===== src/rtl/adc_seq_pkg.sv =====
package adc_seq_pkg;

    localparam int unsigned BUS_ADDR_W     = 2;

    localparam int unsigned CTRL_EN_BIT    = 0;
    localparam int unsigned CTRL_START_BIT = 1;
    localparam int unsigned CTRL_FLAG_BIT  = 2;
    localparam int unsigned CTRL_IE_BIT    = 3;
    localparam int unsigned CTRL_PSC_LSB   = 4;

    typedef enum logic [BUS_ADDR_W-1:0] {
        ADDR_CTRL   = 2'd0,
        ADDR_SEL    = 2'd1,
        ADDR_RES_LO = 2'd2,
        ADDR_RES_HI = 2'd3
    } adc_addr_e;

    // Code 0 and code 1 both give the smallest divide factor.
    function automatic int unsigned psc_div(input int unsigned code);
        return (code == 0) ? 2 : (32'd1 << code);
    endfunction

endpackage


===== src/rtl/adc_seq_regs.sv =====
module adc_seq_regs
    import adc_seq_pkg::*;
#(
    parameter int unsigned DATA_W = 8,
    parameter int unsigned RES_W  = 10,
    parameter int unsigned CHAN_W = 4,
    parameter int unsigned REF_W  = 2,
    parameter int unsigned PSC_W  = 3
) (
    input  logic                  clk,
    input  logic                  rst_n,
    input  logic                  bus_sel,
    input  logic                  bus_we,
    input  logic [BUS_ADDR_W-1:0] bus_addr,
    input  logic [DATA_W-1:0]     bus_wdata,
    output logic [DATA_W-1:0]     bus_rdata,
    input  logic [RES_W-1:0]      adc_result,
    input  logic                  irq_ack,
    input  logic                  busy,
    input  logic                  done,
    output logic                  en_next,
    output logic [PSC_W-1:0]      psc_next,
    output logic                  start_req,
    output logic [CHAN_W-1:0]     sel_chan,
    output logic [REF_W-1:0]      sel_ref,
    output logic                  flag,
    output logic                  irq
);

    localparam int unsigned HI_W   = RES_W - DATA_W;
    localparam int unsigned CTRL_W = CTRL_PSC_LSB + PSC_W;

    typedef struct packed {
        logic              en;
        logic              ie;
        logic              flag;
        logic [PSC_W-1:0]  psc;
        logic [CHAN_W-1:0] chan;
        logic [REF_W-1:0]  refsel;
        logic [RES_W-1:0]  res;
    } regs_t;

    regs_t st_d, st_q;
    logic  wr_ctrl, wr_sel, flag_clr;
    logic  wdata_unused;

    assign wdata_unused = ^bus_wdata[DATA_W-1:CTRL_W];

    always_comb begin
        st_d     = st_q;
        wr_ctrl  = bus_sel && bus_we && (bus_addr == ADDR_CTRL);
        wr_sel   = bus_sel && bus_we && (bus_addr == ADDR_SEL);
        flag_clr = irq_ack || (wr_ctrl && bus_wdata[CTRL_FLAG_BIT]);

        if (wr_ctrl) begin
            st_d.en  = bus_wdata[CTRL_EN_BIT];
            st_d.ie  = bus_wdata[CTRL_IE_BIT];
            st_d.psc = bus_wdata[CTRL_PSC_LSB +: PSC_W];
        end
        if (wr_sel) begin
            st_d.chan   = bus_wdata[CHAN_W-1:0];
            st_d.refsel = bus_wdata[CHAN_W +: REF_W];
        end

        // A finishing conversion outranks any clear in the same cycle.
        if (done) begin
            st_d.flag = 1'b1;
            st_d.res  = adc_result;
        end else if (flag_clr) begin
            st_d.flag = 1'b0;
        end
    end

    always_ff @(posedge clk or negedge rst_n) begin
        if (!rst_n) begin
            st_q <= '0;
        end else begin
            st_q <= st_d;
        end
    end

    always_comb begin
        unique case (bus_addr)
            ADDR_CTRL:   bus_rdata = DATA_W'({st_q.psc, st_q.ie, st_q.flag, busy, st_q.en});
            ADDR_SEL:    bus_rdata = DATA_W'({st_q.refsel, st_q.chan});
            ADDR_RES_LO: bus_rdata = st_q.res[DATA_W-1:0];
            default:     bus_rdata = DATA_W'(st_q.res[DATA_W +: HI_W]);
        endcase
    end

    assign en_next   = st_d.en;
    assign psc_next  = st_d.psc;
    assign start_req = wr_ctrl && bus_wdata[CTRL_START_BIT];
    assign sel_chan  = st_q.chan;
    assign sel_ref   = st_q.refsel;
    assign flag      = st_q.flag;
    assign irq       = st_q.flag && st_q.ie;

endmodule


===== src/rtl/adc_seq_timer.sv =====
module adc_seq_timer
    import adc_seq_pkg::*;
#(
    parameter int unsigned CHAN_W     = 4,
    parameter int unsigned REF_W      = 2,
    parameter int unsigned PSC_W      = 3,
    parameter int unsigned NORMAL_CYC = 13,
    parameter int unsigned INIT_CYC   = 25
) (
    input  logic              clk,
    input  logic              rst_n,
    input  logic              en_next,
    input  logic              start_req,
    input  logic [PSC_W-1:0]  psc_next,
    input  logic [CHAN_W-1:0] sel_chan,
    input  logic [REF_W-1:0]  sel_ref,
    output logic              busy,
    output logic              done,
    output logic [CHAN_W-1:0] conv_chan,
    output logic [REF_W-1:0]  conv_ref
);

    localparam int unsigned MAX_CODE = (1 << PSC_W) - 1;
    localparam int unsigned MAX_DIV  = psc_div(MAX_CODE);
    localparam int unsigned PCNT_W   = $clog2(MAX_DIV);
    localparam int unsigned CYC_W    = $clog2(INIT_CYC);

    typedef struct packed {
        logic              busy;
        logic              init_done;
        logic [PCNT_W-1:0] pcnt;
        logic [PCNT_W-1:0] divm1;
        logic [CYC_W-1:0]  ccnt;
        logic [CYC_W-1:0]  last;
        logic [CHAN_W-1:0] chan;
        logic [REF_W-1:0]  refsel;
    } tmr_t;

    tmr_t st_d, st_q;
    logic adc_tick, last_cyc;

    assign adc_tick = (st_q.pcnt == st_q.divm1);
    assign last_cyc = (st_q.ccnt == st_q.last);
    assign done     = st_q.busy && en_next && adc_tick && last_cyc;

    always_comb begin
        st_d = st_q;
        if (!en_next) begin
            st_d.busy      = 1'b0;
            st_d.init_done = 1'b0;
            st_d.pcnt      = '0;
            st_d.ccnt      = '0;
        end else if (st_q.busy) begin
            if (adc_tick) begin
                st_d.pcnt = '0;
                if (last_cyc) begin
                    st_d.busy      = 1'b0;
                    st_d.init_done = 1'b1;
                    st_d.ccnt      = '0;
                end else begin
                    st_d.ccnt = st_q.ccnt + CYC_W'(1);
                end
            end else begin
                st_d.pcnt = st_q.pcnt + PCNT_W'(1);
            end
        end else if (start_req) begin
            st_d.busy   = 1'b1;
            st_d.pcnt   = '0;
            st_d.ccnt   = '0;
            st_d.last   = st_q.init_done ? CYC_W'(NORMAL_CYC - 1) : CYC_W'(INIT_CYC - 1);
            st_d.divm1  = PCNT_W'(psc_div(32'(psc_next)) - 1);
            st_d.chan   = sel_chan;
            st_d.refsel = sel_ref;
        end
    end

    always_ff @(posedge clk or negedge rst_n) begin
        if (!rst_n) begin
            st_q <= '0;
        end else begin
            st_q <= st_d;
        end
    end

    assign busy      = st_q.busy;
    assign conv_chan = st_q.chan;
    assign conv_ref  = st_q.refsel;

endmodule


===== src/rtl/adc_seq_ctrl.sv =====
module adc_seq_ctrl
    import adc_seq_pkg::*;
#(
    parameter int unsigned DATA_W     = 8,
    parameter int unsigned RES_W      = 10,
    parameter int unsigned CHAN_W     = 4,
    parameter int unsigned REF_W      = 2,
    parameter int unsigned PSC_W      = 3,
    parameter int unsigned NORMAL_CYC = 13,
    parameter int unsigned INIT_CYC   = 25
) (
    input  logic                  clk,
    input  logic                  rst_n,
    input  logic                  bus_sel,
    input  logic                  bus_we,
    input  logic [BUS_ADDR_W-1:0] bus_addr,
    input  logic [DATA_W-1:0]     bus_wdata,
    output logic [DATA_W-1:0]     bus_rdata,
    input  logic [RES_W-1:0]      adc_result,
    input  logic                  irq_ack,
    output logic                  irq,
    output logic                  busy,
    output logic [CHAN_W-1:0]     conv_chan,
    output logic [REF_W-1:0]      conv_ref
);

    logic              en_next_w, start_req_w, done_w, flag_w;
    logic [PSC_W-1:0]  psc_next_w;
    logic [CHAN_W-1:0] sel_chan_w;
    logic [REF_W-1:0]  sel_ref_w;

    adc_seq_regs #(
        .DATA_W (DATA_W),
        .RES_W  (RES_W),
        .CHAN_W (CHAN_W),
        .REF_W  (REF_W),
        .PSC_W  (PSC_W)
    ) regs_i (
        .clk        (clk),
        .rst_n      (rst_n),
        .bus_sel    (bus_sel),
        .bus_we     (bus_we),
        .bus_addr   (bus_addr),
        .bus_wdata  (bus_wdata),
        .bus_rdata  (bus_rdata),
        .adc_result (adc_result),
        .irq_ack    (irq_ack),
        .busy       (busy),
        .done       (done_w),
        .en_next    (en_next_w),
        .psc_next   (psc_next_w),
        .start_req  (start_req_w),
        .sel_chan   (sel_chan_w),
        .sel_ref    (sel_ref_w),
        .flag       (flag_w),
        .irq        (irq)
    );

    adc_seq_timer #(
        .CHAN_W     (CHAN_W),
        .REF_W      (REF_W),
        .PSC_W      (PSC_W),
        .NORMAL_CYC (NORMAL_CYC),
        .INIT_CYC   (INIT_CYC)
    ) timer_i (
        .clk       (clk),
        .rst_n     (rst_n),
        .en_next   (en_next_w),
        .start_req (start_req_w),
        .psc_next  (psc_next_w),
        .sel_chan  (sel_chan_w),
        .sel_ref   (sel_ref_w),
        .busy      (busy),
        .done      (done_w),
        .conv_chan (conv_chan),
        .conv_ref  (conv_ref)
    );

endmodule


===== config.mk =====
export PLATFORM = sky130hd
export DESIGN_NAME = adc_seq_ctrl
export DESIGN_NICKNAME = d
export VERILOG_FILES = /design/src/rtl/adc_seq_pkg.sv /design/src/rtl/adc_seq_regs.sv /design/src/rtl/adc_seq_timer.sv /design/src/rtl/adc_seq_ctrl.sv
export SDC_FILE = /design/constraint.sdc
export NUM_CORES = 1
export LEC_CHECK = 0
export BUFFER_PORTS_ARGS = -buffer_cell sky130_fd_sc_hd__buf_2
export CORE_MARGIN = 2
export CORE_UTILIZATION = 51
export DETAILED_ROUTE_END_ITERATION = 10
export GPL_TIMING_DRIVEN = 1
export HOLD_SLACK_MARGIN = 0.06
export PLACE_DENSITY = 0.86
export SETUP_SLACK_MARGIN = 0.05
export SYNTH_ARGS = -nofsm -noshare
export SYNTH_HDL_FRONTEND = slang
export SYNTH_SLANG_ARGS = --single-unit

===== constraint.sdc =====
create_clock -name clk -period 1.9 [get_ports clk]
set_input_delay 0.285 -clock clk [delete_from_list [all_inputs] [get_ports clk]]
set_output_delay 0.285 -clock clk [all_outputs]
set_load 0.01 [all_outputs]

After elaboration in Yosys (flattened, before gate mapping)
Cells that the tools add are included.
{"block": "totals", "input_bits": 25, "output_inout_bits": 16, "ff_bits": 54, "word_cells": 65}
{"block": "op_classes", "bitwise_logic": 1, "muxes": 20, "eq_ne": 9, "add_sub_neg": 3, "reduce_logical": 16, "shift": 1}
{"op": "30-bit 2-to-1 mux", "count": 1}
{"op": "5-bit 2-to-1 mux", "count": 5}
{"op": "8-bit one-hot mux with 3 select lines", "count": 1}
{"op": "7-bit 2-to-1 mux", "count": 3}
{"op": "1-bit logical AND", "count": 9}
{"op": "9-bit 2-to-1 mux", "count": 1}
{"op": "7-bit by 1-bit adder with 7-bit output, second input constant", "count": 1}
{"op": "7-bit equality test", "count": 1}
{"op": "1-bit by 3-bit << shifter with 7-bit output, first input constant", "count": 1}
{"op": "7-bit by 1-bit subtractor with 7-bit output, second input constant", "count": 1}
{"op": "2-bit 2-to-1 mux", "count": 3}
{"op": "2-bit by 1-bit != test with 1-bit output, second input constant", "count": 3}
{"op": "3-bit AND reduction", "count": 2}
{"op": "5-bit by 1-bit adder with 5-bit output, second input constant", "count": 1}
{"op": "5-bit equality test", "count": 1}
{"op": "1-bit 2-to-1 mux", "count": 5}
{"op": "3-bit zero test", "count": 1}
{"op": "3-bit 2-to-1 mux", "count": 1}
{"op": "3-bit by 1-bit != test with 1-bit output, second input constant", "count": 1}
{"op": "3-bit != test, second input constant", "count": 1}
{"op": "2-bit by 1-bit equality test with 1-bit output, second input constant", "count": 1}
{"op": "2-bit equality test, second input constant", "count": 1}
{"op": "2-bit zero test", "count": 1}
{"op": "2-bit AND reduction", "count": 1}
{"op": "other kinds (3)", "count": 3}

Longest topological paths before layout
Gate-level depths: netlist of the first run.
{"block": "logic_depth", "word_depth": 9, "mapped_depth": 11, "mapped_depth_nobuf": 10}

Hierarchy
A second synthesis of the first run with hierarchy kept.
{"block": "unflattened", "hier_cells": 214, "area_unflattened_um2": 2637.5}
{"mod": "adc_seq_timer", "cells_per_inst": 139, "instances": 1, "area_per_inst_um2": 1527.7, "seq_area_each_um2": 725.7}
{"mod": "adc_seq_regs", "cells_per_inst": 75, "instances": 1, "area_per_inst_um2": 1109.8, "seq_area_each_um2": 550.5}

Worst setup path after synthesis of the first run
Ideal clock, no wire load.
{"block": "synth_timing", "path_type": "register to register", "startpoint": "reg timer_i.st_q, in the netlist timer_i.busy", "endpoint": "reg regs_i.st_q[0] in the netlist's numbering", "setup_ps": 125, "path_buffers": 2, "t_arrival_ps": 1798, "synth_period_minus_slack_ps": 1924, "path_stages_with_launch": 7, "setup_slack_ps": -24, "required_ps": 1775, "cell_sequence": "dfrtp_1 > buf_4 > inv_1 > or4b_4 > nor4_4 > buf_6 > mux2_4"}
{"block": "synth_between", "elab_chain_cells": 3}
{"element": "from (decl)", "line": "adc_seq_timer.sv:39", "rtl": "tmr_t st_d, st_q;"}
{"element": "from (signal assigned)", "line": "adc_seq_timer.sv:81", "rtl": "st_q <= st_d;"}
{"element": "1-bit logical AND (3 in a row)", "line": "adc_seq_timer.sv:44", "rtl": "assign done = st_q.busy && en_next && adc_tick && last_cyc;"}
{"element": "to (signal assigned)", "line": "adc_seq_regs.sv:78", "rtl": "st_q <= st_d;"}
{"element": "to (decl)", "line": "adc_seq_regs.sv:43", "rtl": "regs_t st_d, st_q;"}
No other way between the ends.
A chain may end at the register's enable or synchronous reset.

Worst setup path after layout of the first run
{"block": "layout_timing", "startpoint": "reg timer_i.st_q[18] in the netlist's numbering", "endpoint": "reg regs_i.st_q[8] in the netlist's numbering"}
{"block": "layout_between", "elab_chain_cells": 3}
{"element": "7-bit equality test", "line": "adc_seq_timer.sv:42", "rtl": "assign adc_tick = (st_q.pcnt == st_q.divm1);"}
{"element": "1-bit logical AND (2 in a row)", "line": "adc_seq_timer.sv:44"}
No other way between the ends.

==> metrics.txt, run 1 <==
commonest non-fill, non-tap cells in the layout dfrtp_1, buf_2, buf_4; slowest stage delay, CP around 0.55 ns; Gate Count Post-Synth 225; Power Dens Cells 821 nW/µm²; VDD IR-drop max 0.519 mV; drt wl/cell 15.9 µm; Initial Util 52.1%; failing checks setup timing; GRT Util Overall 21.2%; initial DRC count 53; Layout Skew about 0.0076 ns; H-tree depth 2; Distinct cells, synth 46; Layout area overhead 21.7%; Synth Net Count 254; 1st-pass router iterations 4; TritonCTS clock tree done; Clk Latency, worst-skew pair between 0.3 and 0.4 ns; max-cap violations 0; Final Cell Area 3200 µm²; layout cell share with drive strength beyond 1 39.7%; via/cell ratio between 5 and 6; Syn. warnings 0; die extent in x 75.8 µm; WP buf/inv 1; CP max-delay cell or4b_4; vias in the first global route roughly 1900; Post-synth EDFFs 0; Final Slew Violations 0; ys async rst share 100%; initial antenna violation count 0; Yosys top cell by area dfrtp_1; Slew @ Worst Pin 0.466 ns; Post-DP Area 3040 µm²; Global Route met1 Usage approximately 29%; total number of vias 1925; number of port buffers 39; Mapped Avg Cell Area approximately 12 µm²; post-DP HPWL 4120 µm; commonest non-fill, non-tap cell in the layout dfrtp_1; fin crit share 106%; gr busiest metal met2; routed wire length 5720 µm; Routed Antenna Nets 0; CTS Buf Count 5; global routing usage on met3 4.76%; Min Clock Period, post-route 2.01 ns; row cnt 26; critical path peak fanout 4; Hold Slack 0.197 ns; Critical Path Start Type register; Req. time, crit path around 2.1 ns; fill count approximately 400; Die H 75.8 µm; Core ar. 5040 µm²; Residual DRC 0; relative slew slack 69.0%; Clk pin slew, worst setup/hold paths 0.09 ns; first-pass GRT wire length about 9000 µm; final setup vio count 10; Die ar. 5740 µm²; status finished with violations; I/O pin total 41; achievable clock frequency 497 MHz; Placed Cells between 300 and 400; worst min-delay path class in -> reg; commonest register cell after synthesis dfrtp_1; nets 318; fin util between 60% and 70%; unrepaired setup endpoints after global routing true; CTS max path bufs 2; P_leak 0.00158 µW; largest net degree at the start of global routing 34; Fin. Hold Viols 0; WS Path Type reg -> reg; Clock Sink Count 51; Yosys reg bits 51; Root Driver clkbuf_8; met2 Use GR 34.1%; Cell Count, Final, Fillers Out 360; Crit path arrival time between 2 and 2.5 ns; share of the yosys chip area belonging to registers 48.6%; CP Capture Type register; gpl congestion 0.801; Post-Syn Area between 2000 and 3000 µm²; critical path's top delay family simple AND/OR/NAND/NOR gates; ANT cells 0; Synth top area share 48.6%; final global-route overflow total 0; crit-path cells xor2_1 -> or4b_4 -> nor4_4 -> buf_4 -> mux2_4; Synth area leaders dfrtp_1, mux2_2, mux2_4; final worst slack -0.114 ns
## layer usage
| layer | share of wire (%) | up-vias | wire length [µm] |
|---|---|---|---|
| li1 | - | 906 | - |
| met1 | 43 | 956 | 2480 |
| met2 | 51 | 53 | 2900 |
| met3 | 4.1 | 10 | 232 |
| met4 | 1.8 | 0 | 102 |
| met5 | 0 | - | 0 |
## final timing paths
kind	from	cells after the start	to	slack, ns
min in group asynchronous	rst_n	2	timer_i.conv_ref[1]	0.46
max	timer_i.st_q[18]	5	regs_i.st_q[8]	-0.11
min reg2reg	timer_i.st_q[30]	1	timer_i.st_q[10]	0.49
max in group asynchronous	rst_n	3	timer_i.st_q[11]	0.91
max reg2reg	timer_i.st_q[18]	5	regs_i.st_q[8]	-0.11
min	bus_wdata[3]	3	regs_i.st_q[20]	0.20
## where the power goes
group	total [µW]	switching [µW]	internal, µW
Combinational	571	282	289
Sequential	1280	80.3	1200
Clock	778	352	426
## repair_timing
item                       in CTS  in global routing
hold buffers                    1                  0
resized for setup               2                  1
hold endpoints to repair       18                  0
setup endpoints to repair      13                 19
gates cloned                    0                  0
buffers inserted                1                  2
## cells in the mapped netlist (all sizes together), types with 2 or more instances
master / count
a21boi: 3
a21oi: 3
a31oi: 2
and2: 4
and3: 2
buf: 12
dfrtp: 51
ha: 4
inv: 19
mux2: 23
mux2i: 10
mux4: 2
nand2: 20
nand2b: 3
nand3: 4
nand4: 6
nor2: 7
nor2b: 2
nor4b: 2
o2111ai: 2
o21ai: 10
o22ai: 5
xnor2: 8
xor2: 7
## layout make-up
type | count | area (µm²) | share of cell area, %
timing repair buffer | 70 | 447 | 14.0
inverter | 19 | 71.3 | 2.23
multi-input combinational | 142 | 1200 | 37.5
clock inverter | 2 | 35.0 | 1.10
clock buffer | 6 | 82.6 | 2.58
tap | 70 | 87.6 | 2.74
sequential | 51 | 1280 | 39.9
## logic make-up after synthesis
| logic type | after synthesis | share of synthesized area, % |
|---|---|---|
| AND/OR/NAND/NOR | 57 | 13.3 |
| flip-flops | 51 | 48.6 |
| multiplexers | 35 | 16.7 |
| buffers and inverters | 32 | 6.24 |
| AO/OA/AOI/OAI | 31 | 8.29 |
| XOR/XNOR | 15 | 5.00 |
| adder cells (fa/ha/maj) | 4 | 1.90 |
## worst reg2reg max path, delay by kind of cell, from the launching register on
| kind | cells | cell delay [ns] |
|---|---|---|
| buffers and inverters | 1 | 0.22 |
| XOR/XNOR | 1 | 0.19 |
| AND/OR/NAND/NOR | 2 | 0.78 |
| multiplexers | 1 | 0.31 |
| flip-flops | 1 | 0.41 |
## state kept, by name (all words and copies together), names as in the netlist
signal             flops
timer_i.st_q          22
regs_i.st_q           15
regs_i.sel_chan        4
timer_i.conv_chan      4
regs_i.sel_ref         2
timer_i.conv_ref       2
regs_i.flag            1
timer_i.busy           1
## metrics by stage
stage	setup WS, ns	TNS [ns]	power (µW)
global route	-0.158	-1.60	2760
finish	-0.114	-1.02	2630
CTS	-0.112	-0.970	2620
global placement	-0.0207	-0.0942	1810
detailed placement	-0.0802	-0.514	1830
floorplan	0.00353	0	1630
(Power assumes the default switching activity.)
==> inputs of run 2 (changes only) <==
ABC_AREA = 1   (was default)
PLACE_DENSITY = 0.85   (was 0.86)
SYNTH_HIERARCHICAL = 1   (was default)
==> run 2 against run 1 <==
The run now ends clean. Synthesized area is 4.5% higher. Critical path depth increased by 3. Flip-flop and latch count unchanged. Setup slack better by 0.37 ns. Critical endpoint is now regs_i/st_q[7]. Via count up 19%. Largest cell class unchanged. Die area is 4.2% higher.
==> metrics.txt, run 2 <==
status completed (was finished with violations); Yosys reg bits 51 (unchanged); Mapped Avg Cell Area 7.80 µm² (was 11.7 µm²); row cnt 26 (unchanged); routed wire length 5450 µm (was 5720 µm); ys async rst share 100% (unchanged); Routed Antenna Nets 0 (unchanged); CTS Buf Count 5 (unchanged); Syn. warnings 6 (was 0); Clk pin slew, worst setup/hold paths 0.09 ns (about the same); Synth top area share 46.5% (was 48.6%); initial DRC count 154 (was 53); Post-Syn Area 2750 µm² (was 2630 µm²); Post-CTS Hold Fix Bufs 0 (was 1); Combinational Power Share 18.0% (was 21.7%); Top reg by flops timer_i/st_q (was timer_i.st_q); largest family of logic cells by synthesized area simple AND/OR/NAND/NOR gates (was multiplexers); layout cell share with drive strength beyond 1 20.2% (was 39.7%); WS Path Type reg -> reg (unchanged); final setup vio count 0 (was 10); Layout area overhead 12.9% (was 21.7%); die extent in x 77.4 µm (was 75.8 µm); Die ar. 5990 µm² (was 5740 µm²); Post-Synth XOR/XNOR Area 2.23% (was 5.00%); total power 2640 µW (was 2630 µW); Power Dens Cells 852 nW/µm² (was 821 nW/µm²); 1st-pass router iterations 4 (unchanged); Final Slew Violations 0 (unchanged); P_leak 0.00166 µW (was 0.00158 µW); max FFs per register 22 (unchanged); Synth Area in Compound Gates 4.69% (was 8.29%); TritonCTS clock tree done (unchanged); initial antenna violation count 0 (unchanged); commonest non-fill, non-tap cell in the layout nand2_1 (was dfrtp_1); CP Capture Type register (unchanged); total number of vias 2291 (was 1925); Net Sw Frac 27.6% (was 27.2%); Core ar. 5140 µm² (was 5040 µm²); Residual DRC 0 (unchanged); Crit path arrival time 1.82 ns (was 2.21 ns); post-DP HPWL 3980 µm (was 4120 µm); Seq pwr share 48.8% (was 48.6%); Req. time, crit path 2.08 ns (was 2.10 ns); mux share of post-synthesis cell area 0.365% (was 16.7%); Die H 77.4 µm (was 75.8 µm); relative slew slack 58.7% (was 69.0%); Fin. Hold Viols 0 (unchanged); Psw 729 µW (was 714 µW); Post-synth top cells nand2_1, dfrtp_1, inv_1 (was dfrtp_1, nand2_1, inv_1); most common cell in the synthesized netlist nand2_1 (was dfrtp_1); share of the yosys chip area belonging to registers 46.5% (was 48.6%); Clock power frac 33.1% (was 29.6%); ANT cells 0 (unchanged); largest net degree at the start of global routing 52 (was 34); I/O pin total 41 (unchanged); Min Clock Period, post-route 1.64 ns (was 2.01 ns); VDD IR-drop max 0.480 mV (was 0.519 mV); H-tree depth 2 (unchanged); Synth Net Count 381 (was 254); vias in the first global route 2070 (was 1918); max-cap violations 0 (unchanged); drt wl/cell 11.8 µm (was 15.9 µm); Final TNS setup 0 ns (was -1.02 ns); CTS max path bufs 2 (unchanged); fin util 60.3% (was 63.4%); Post-synth EDFFs 0 (unchanged); Distinct cells, synth 34 (was 46); post-synthesis adder-cell area fraction 1.82% (was 1.90%); via/cell ratio 4.97 (was 5.35); worst min-delay path class in -> async (was in -> reg); commonest register cell after synthesis dfrtp_1 (unchanged); Initial Util 53.4% (was 52.1%); GRT Util Overall 19.4% (was 21.2%); Yosys top cell by area dfrtp_1 (unchanged); Synth Area in Simple Gates 33.5% (was 13.3%); internal power 1910 µW (about the same); Synth area leaders dfrtp_1, nand2_1, nand3_1 (was dfrtp_1, mux2_2, mux2_4); Largest regs timer_i/st_q (22), regs_i/st_q (15) (was timer_i.st_q (22), regs_i.st_q (15)); achievable clock frequency 610 MHz (was 497 MHz); first-pass GRT wire length 9410 µm (was 8980 µm); unrepaired setup endpoints after global routing false (was true); Layout Skew 0.00492 ns (was 0.00760 ns); Critical Path Start Type register (unchanged); Clock Sink Count 51 (unchanged); commonest non-fill, non-tap cells in the layout nand2_1, dfrtp_1, buf_2 (was dfrtp_1, buf_2, buf_4); Clk Latency, worst-skew pair 0.30 ns (was 0.31 ns); Root Driver clkbuf_8 (unchanged); Slew @ Worst Pin 0.619 ns (was 0.466 ns); Gate Count Post-Synth 352 (was 225); number of port buffers 39 (unchanged); fin crit share 86.3% (was 106%); critical path peak fanout 12 (was 4); gpl congestion 0.838 (was 0.801); nets 419 (was 318); final global-route overflow total 0 (unchanged)
[run 2: cell count changes after synthesis, moves of 3 or more]
cell,change
nand3_1,+29
inv_1,+15
inv_2,+4
and2_1,-3
xnor2_1,-7
mux2_4,-9
nor2_4,+3
mux2_2,-14
nand2b_1,-3
nand2_1,+125
o22ai_1,-4
nor2_1,+8
buf_4,+4
mux2i_1,-9
[run 2: path summary, 6_finish.rpt]
| check | startpoint | to | slack (ns) | cells past startpoint |
|---|---|---|---|---|
| min in group clk | adc_result[1] | regs_i/st_q[1] | 0.18 | 3 |
| min | rst_n | regs_i/st_q[5] | 0.07 | 2 |
| min reg2reg | timer_i/conv_ref[1] | timer_i/conv_ref[1] | 0.47 | 2 |
| max reg2reg | timer_i/st_q[28] | regs_i/st_q[7] | 0.26 | 8 |
| max in group asynchronous | rst_n | timer_i/st_q[9] | 1.41 | 2 |
| max | timer_i/st_q[28] | regs_i/st_q[7] | 0.26 | 8 |
[run 2: cell type report]
type | instances | area, µm²
Fill cell | 451 | 2040
Timing Repair Buffer | 50 | 278
Clock inverter | 3 | 67.6
Clock buffer | 5 | 68.8
Tap cell | 70 | 87.6
Multi-Input combinational cell | 242 | 1170
Sequential cell | 51 | 1280
Inverter | 40 | 153
[run 2: timing repair]
action | 4_1_cts | 5_1_grt
buffers inserted | 0 | 0
setup endpoints to repair | 0 | 8
resized for setup | 0 | 1
[run 2: kinds of logic (layout without fill, tap and decap cells)]
| logic type | after synthesis | count (layout) |
|---|---|---|
| buf+inv | 59 | 98 |
| compound gates | 21 | 21 |
| simple gates | 209 | 209 |
| fa+ha+maj | 4 | 4 |
| xor+xnor | 7 | 7 |
| flops | 51 | 51 |
| mux | 1 | 1 |
[run 2: per-stage QoR]
stage	setup WS, ns	instances	hold slack, ns	instance area, µm²
finish	0.260	461	0.0665	3100
global route	0.0723	461	0.138	3100
CTS	0.191	461	0.0997	3100
detailed placement	-0.0255	453	0.430	2960
global placement	-0.00196	453	0.428	2960
floorplan	0.115	352	-0.0106	2750
[run 2: critical path, cell delays in order, from the launching register on]
cell and delay, ns:
dfrtp_1 0.39, inv_1 0.12, nand2_1 0.07, nand2_1 0.06, nand3_1 0.15, nand3b_1 0.25
nor2_1 0.18, buf_4 0.20, o21ai_0 0.10
[run 2: power groups by stage]
stage                     Sequential (µW)  Clock, µW  Combinational (µW)
after floorplan                      1290          0                 377
after global placement               1310          0                 459
after CTS                            1290        896                 481
after global routing                 1310        942                 542
after detailed placement             1310          0                 476
final                                1290        876                 477
[run 2: routing by layer]
metal / part of all wire [%] / GRT usage, %
met1: 45 / 25.3
met2: 51 / 33.6
met3: 3.6 / 3.84
met4: 1.0 / 4.64
met5: 0 / 0
